==> config.mk <==
export PLATFORM = sky130hd
export DESIGN_NAME = seqdisp_top
export DESIGN_NICKNAME = d
export VERILOG_FILES = /design/src/rtl/seqdisp_pkg.sv /design/src/rtl/rst_sync.sv /design/src/rtl/tick_gen.sv /design/src/rtl/code_seq.sv /design/src/rtl/pass_counter.sv /design/src/rtl/scan_mux.sv /design/src/rtl/seqdisp_top.sv
export SDC_FILE = /design/constraint.sdc
export NUM_CORES = 1
export LEC_CHECK = 0
export CORE_ASPECT_RATIO = 0.75
export CORE_UTILIZATION = 31
export CTS_CLUSTER_DIAMETER = 100
export DETAILED_ROUTE_END_ITERATION = 10
export GPL_ROUTABILITY_DRIVEN = 0
export PLACE_DENSITY_LB_ADDON = 0.3
export SLEW_MARGIN = 10
export SYNTH_ARGS = -nofsm -noshare
export SYNTH_HDL_FRONTEND = slang
export SYNTH_SLANG_ARGS = --single-unit
==> constraint.sdc <==
create_clock -name clk -period 4.75 [get_ports clk]
set_input_delay 0.95 -clock clk [delete_from_list [all_inputs] [get_ports clk]]
set_output_delay 0.95 -clock clk [all_outputs]
set_load 0.03 [all_outputs]
==> src/rtl/seqdisp_pkg.sv <==
package seqdisp_pkg;

  localparam int DIG_W = 4;
  localparam int SEG_W = 7;

  typedef enum logic [2:0] {
    ST_EIGHT  = 3'd0,
    ST_SEVEN1 = 3'd1,
    ST_ZERO1  = 3'd2,
    ST_ONE    = 3'd3,
    ST_ZERO2  = 3'd4,
    ST_SEVEN2 = 3'd5
  } code_st_t;

  // hex value to gfedcba glyph, active-high, bit 0 = segment a
  function automatic logic [SEG_W-1:0] hex_glyph(input logic [DIG_W-1:0] v);
    logic [SEG_W-1:0] g;
    case (v)
      4'h0: g = 7'h3F;
      4'h1: g = 7'h06;
      4'h2: g = 7'h5B;
      4'h3: g = 7'h4F;
      4'h4: g = 7'h66;
      4'h5: g = 7'h6D;
      4'h6: g = 7'h7D;
      4'h7: g = 7'h07;
      4'h8: g = 7'h7F;
      4'h9: g = 7'h6F;
      4'hA: g = 7'h77;
      4'hB: g = 7'h7C;
      4'hC: g = 7'h39;
      4'hD: g = 7'h5E;
      4'hE: g = 7'h79;
      default: g = 7'h71;
    endcase
    return g;
  endfunction

endpackage

==> src/rtl/rst_sync.sv <==
module rst_sync #(
  parameter int STAGES = 2
) (
  input  logic clk,
  input  logic arst_n,
  output logic srst_n
);

  logic [STAGES-1:0] chain_q;

  always_ff @(posedge clk or negedge arst_n) begin
    if (!arst_n) chain_q <= '0;
    else         chain_q <= {chain_q[STAGES-2:0], 1'b1};
  end

  assign srst_n = chain_q[STAGES-1];

endmodule

==> src/rtl/tick_gen.sv <==
module tick_gen #(
  parameter int DIV_LAST = 49_999_999,
  localparam int CW = $clog2(DIV_LAST + 1)
) (
  input  logic clk,
  input  logic rst_n,
  output logic tick
);

  logic [CW-1:0] cnt_q, cnt_d;
  logic          at_end;

  assign at_end = (cnt_q == CW'(DIV_LAST));

  always_comb begin
    if (at_end) cnt_d = '0;
    else        cnt_d = cnt_q + 1'b1;
  end

  always_ff @(posedge clk or negedge rst_n) begin
    if (!rst_n) cnt_q <= '0;
    else        cnt_q <= cnt_d;
  end

  assign tick = at_end;

endmodule

==> src/rtl/code_seq.sv <==
module code_seq
  import seqdisp_pkg::*;
(
  input  logic             clk,
  input  logic             rst_n,
  input  logic             step,
  output logic [DIG_W-1:0] digit,
  output logic             wrap
);

  code_st_t st_q, st_d;

  // next-state
  always_comb begin
    st_d = st_q;
    if (step) begin
      case (st_q)
        ST_EIGHT:  st_d = ST_SEVEN1;
        ST_SEVEN1: st_d = ST_ZERO1;
        ST_ZERO1:  st_d = ST_ONE;
        ST_ONE:    st_d = ST_ZERO2;
        ST_ZERO2:  st_d = ST_SEVEN2;
        default:   st_d = ST_EIGHT;
      endcase
    end
  end

  always_ff @(posedge clk or negedge rst_n) begin
    if (!rst_n) st_q <= ST_EIGHT;
    else        st_q <= st_d;
  end

  // Moore output
  always_comb begin
    case (st_q)
      ST_EIGHT:  digit = 4'd8;
      ST_SEVEN1: digit = 4'd7;
      ST_ZERO1:  digit = 4'd0;
      ST_ONE:    digit = 4'd1;
      ST_ZERO2:  digit = 4'd0;
      default:   digit = 4'd7;
    endcase
  end

  assign wrap = step && (st_q == ST_SEVEN2);

endmodule

==> src/rtl/pass_counter.sv <==
module pass_counter #(
  parameter int W = 4
) (
  input  logic         clk,
  input  logic         rst_n,
  input  logic         inc,
  output logic [W-1:0] count
);

  logic [W-1:0] cnt_q, cnt_d;

  always_comb begin
    cnt_d = cnt_q;
    if (inc) cnt_d = cnt_q + 1'b1;
  end

  always_ff @(posedge clk or negedge rst_n) begin
    if (!rst_n) cnt_q <= '0;
    else        cnt_q <= cnt_d;
  end

  assign count = cnt_q;

endmodule

==> src/rtl/scan_mux.sv <==
module scan_mux
  import seqdisp_pkg::*;
#(
  parameter int REF_BIT = 15,
  localparam int RW = REF_BIT + 1,
  localparam int NPOS = 2
) (
  input  logic             clk,
  input  logic             rst_n,
  input  logic [DIG_W-1:0] code_val,
  input  logic [DIG_W-1:0] pass_val,
  output logic [NPOS-1:0]  an_n,
  output logic [SEG_W-1:0] seg
);

  logic [RW-1:0]    ref_q, ref_d;
  logic             sel;
  logic [NPOS-1:0]  dec;
  logic [DIG_W-1:0] shown;

  always_comb ref_d = ref_q + 1'b1;

  always_ff @(posedge clk or negedge rst_n) begin
    if (!rst_n) ref_q <= '0;
    else        ref_q <= ref_d;
  end

  assign sel = ref_q[REF_BIT];

  // 1-to-2 decoder
  for (genvar i = 0; i < NPOS; i++) begin : g_dec
    assign dec[i] = (sel == 1'(i));
  end

  assign an_n = ~dec;

  // 2-to-1 digit multiplexer, same select
  always_comb begin
    if (sel) shown = pass_val;
    else     shown = code_val;
  end

  assign seg = hex_glyph(shown);

endmodule

==> src/rtl/seqdisp_top.sv <==
module seqdisp_top
  import seqdisp_pkg::*;
#(
  parameter int DIV_LAST = 49_999_999,
  parameter int REF_BIT  = 15
) (
  input  logic       clk,
  input  logic       rst_n,
  output logic [1:0] an_n,
  output logic [6:0] seg
);

  logic             rst_q;
  logic             tick;
  logic             wrap;
  logic [DIG_W-1:0] code_digit;
  logic [DIG_W-1:0] pass_val;

  rst_sync #(.STAGES(2)) u_rst (
    .clk    (clk),
    .arst_n (rst_n),
    .srst_n (rst_q)
  );

  tick_gen #(.DIV_LAST(DIV_LAST)) u_tick (
    .clk   (clk),
    .rst_n (rst_q),
    .tick  (tick)
  );

  code_seq u_seq (
    .clk   (clk),
    .rst_n (rst_q),
    .step  (tick),
    .digit (code_digit),
    .wrap  (wrap)
  );

  pass_counter #(.W(DIG_W)) u_pass (
    .clk   (clk),
    .rst_n (rst_q),
    .inc   (wrap),
    .count (pass_val)
  );

  scan_mux #(.REF_BIT(REF_BIT)) u_scan (
    .clk      (clk),
    .rst_n    (rst_q),
    .code_val (code_digit),
    .pass_val (pass_val),
    .an_n     (an_n),
    .seg      (seg)
  );

endmodule

==> impl_metrics.tcl <==
set metrics [dict create \
    synth-seq-cells 51 \
    reg2reg_depth 5 \
    final_cell_mix "dfrtp_1 (50), xnor2_1 (27), nor2_1 (23), nand3_1 (19)" \
    leakagePower_nw 1.30 \
    period_share 0.829 \
    grt_pass1_vias 1636 \
    slowest_delay_ps 650 \
    tns_ps 0 \
    layout_commonest_cell "dfrtp_1" \
    cpMostUsedCell "inv_1" \
    worstSetupPathType "reg2out" \
    top_layer "met4" \
    hold_violations 0 \
    cts_max_level 2 \
    wl_per_cell_um 11.9 \
    portBuffers 10 \
    area_delta_synth_final_pct 12.6 \
    cts_tree "done" \
    wl_met2_mm 1.77 \
    slowest_stage "clkdlybuf4s50_1" \
    synth-seq-area-share 0.485 \
    crit_fanout 10 \
    fmax_mhz 254 \
    rows 28 \
    setup_violations 0 \
    io_pins 11 \
    start_kind "flip-flop" \
    rsz0062_at_grt "false" \
    cap_violations 0 \
    status "completed" \
    antenna_cells 0 \
    setup_slack_ps 814 \
    synth_edf_count 0 \
    clock_latency_ps 280 \
    post_cts_buffers 0 \
    die_h_um 81.8 \
    seqCellArea_sq_um 1280 \
    yosys_warnings 0 \
    drt-met1-wl_mm 2.41 \
    via_per_inst 4.68 \
    die_area_sq_um 8860 \
    postCtsHoldBufs 0 \
    tightestPinTransition_ps 1080 \
    worst_clock_skew_ps 4.33 \
    cts_resized 0 \
    worstPathArrival_ps 2990 \
    routed_wl_mm 4.35 \
    fillers 798 \
    synth_nets 260 \
    cts_root_buf "clkbuf_16" \
    antenna_found_initial 0 \
    pre_cts_ws_ps 1090 \
    synth_area_sq_um 2630 \
    clk_pin_slew_ps 60 \
    min_path_type "reg2reg" \
    cts_sinks 51 \
    first_iter_violations 70 \
    die-width_um 108 \
    nNetsFinal 271 \
    post-route-drc-count 0 \
    drive_gt1_frac 0.0654 \
    grt-ovfl-total 0 \
    place_area_sq_um 2820 \
    hold_depth 0 \
    power_density_nw_per_um2 265 \
    postRouteAntennaNets 0 \
    peakVddDrop_v 0.000219 \
    synthFlopType "dfrtp_1" \
    core-area_sq_um 8060 \
    clk_path_buf_depth 2 \
    slew_violations 0 \
    cp_data_required_time_ps 3800 \
    route.vias.total 1707 \
    firstDrtPassIters 5 \
    finalPower_mw 0.783 \
    cts_buffers 5 \
    multiInputGateArea_sq_um 1270 \
    syn_area_per_cell_sq_um 10.6 \
    async_flop_share 1.00 \
    fin_area_sq_um 2960 \
    met3WireLength_um 131 \
    grt_pass1_wl_mm 7.74 \
    grt.total_usage 0.112 \
    grt_max_degree 50 \
    crit_chain "inv_1 -> mux2i_1 -> inv_1 -> ha_1 -> mux4_2 -> inv_1 -> clkdlybuf4s50_1" \
    crit_path_end_kind "output pin" \
    hpwlAfterDp_mm 2.97 \
    start_util 0.326 \
    relSlewSlack 0.283 \
    synthCells 248 \
    fin_crit_ps 3940 \
    synthDistinctLibCells 43 \
    final_util 0.367 \
]
==> per-stage QoR <==
step           hold slack [ps]  cells
4_1_cts                    366    365
3_3_place_gp               338    357
6_report                   358    365
5_1_grt                    378    365
2_1_floorplan              331    248
3_5_place_dp               340    357
==> cell usage after synthesis (2+ instances only) <==
master / instances / share of area
dfrtp_1: 51 / 0.49
xnor2_1: 27 / 0.090
nor2_1: 23 / 0.033
nand3_1: 19 / 0.036
nand4_1: 14 / 0.033
xor2_1: 14 / 0.047
nand2_1: 13 / 0.019
inv_1: 12 / 0.017
ha_1: 10 / 0.048
and3_1: 8 / 0.019
nor3_1: 6 / 0.011
nor4_1: 4 / 0.0095
a21oi_1: 3 / 0.0057
mux2_2: 3 / 0.013
mux2i_1: 3 / 0.011
nand2b_1: 3 / 0.0071
nor2b_1: 3 / 0.0071
o21ai_0: 3 / 0.0057
and4_1: 2 / 0.0067
buf_4: 2 / 0.0057
clkbuf_1: 2 / 0.0029
or3_1: 2 / 0.0048
==> layer usage <==
metal / up-vias / track usage
met5: - / 0
met4: 0 / 0.0365
met2: 14 / 0.163
met1: 811 / 0.161
li1: 877 / -
met3: 5 / 0.0302
==> cell type report <==
cell class | count | area share
Sequential cell | 51 | 0.432
Clock buffer | 7 | 0.0448
Multi-Input combinational cell | 179 | 0.429
Inverter | 12 | 0.0152
Timing Repair Buffer | 10 | 0.0338
Tap cell | 105 | 0.0444
Clock inverter | 1 | 0.00169
==> power breakdown <==
group | internal (mW) | switching, mW | leakage [nW]
clock | 0.195 | 0.144 | 0.0679
sequential | 0.435 | 0.00800 | 0.688
combinational | 0.000728 | 0.000373 | 0.549
total | 0.631 | 0.153 | 1.30
==> flip-flops by register name (all words and copies together) (netlist names) <==
signal,flops
u_scan.ref_q,16
u_pass.count,4
u_seq.st_q,3
u_rst.chain_q,2
u_tick.cnt_q,26
==> worst max-delay path, delay by kind of cell (launching register included) <==
kind	cells	cell delay [ps]
adders and majority gates	1	270
buffers and inverters	4	1040
DFF	1	490
muxes	2	900
==> kinds of logic after synthesis <==
logic type / share of synthesized area
AO/OA/AOI/OAI: 0.0390
AND/OR/NAND/NOR: 0.219
flip-flops: 0.485
adder cells (fa/ha/maj): 0.0476
XOR/XNOR: 0.137
buffers and inverters: 0.0319
multiplexers: 0.0386
other: 0.00143
==> worst paths after layout <==
check,from,to,slack (ps)
max reg2reg,u_tick.cnt_q[16]$_DFF_PN0_,u_pass.count[1]$_DFFE_PN0P_,2130
min in group asynchronous,u_rst.chain_q[1]$_DFF_PN0_,u_tick.cnt_q[14]$_DFF_PN0_,480
min reg2reg,u_rst.chain_q[0]$_DFF_PN0_,u_rst.chain_q[1]$_DFF_PN0_,360
max,u_scan.ref_q[15]$_DFF_PN0_,seg[3],810
min,u_rst.chain_q[0]$_DFF_PN0_,u_rst.chain_q[1]$_DFF_PN0_,360
max in group asynchronous,u_rst.chain_q[1]$_DFF_PN0_,u_pass.count[1]$_DFFE_PN0P_,3610
No activity file was read; power rests on OpenSTA's default activity.
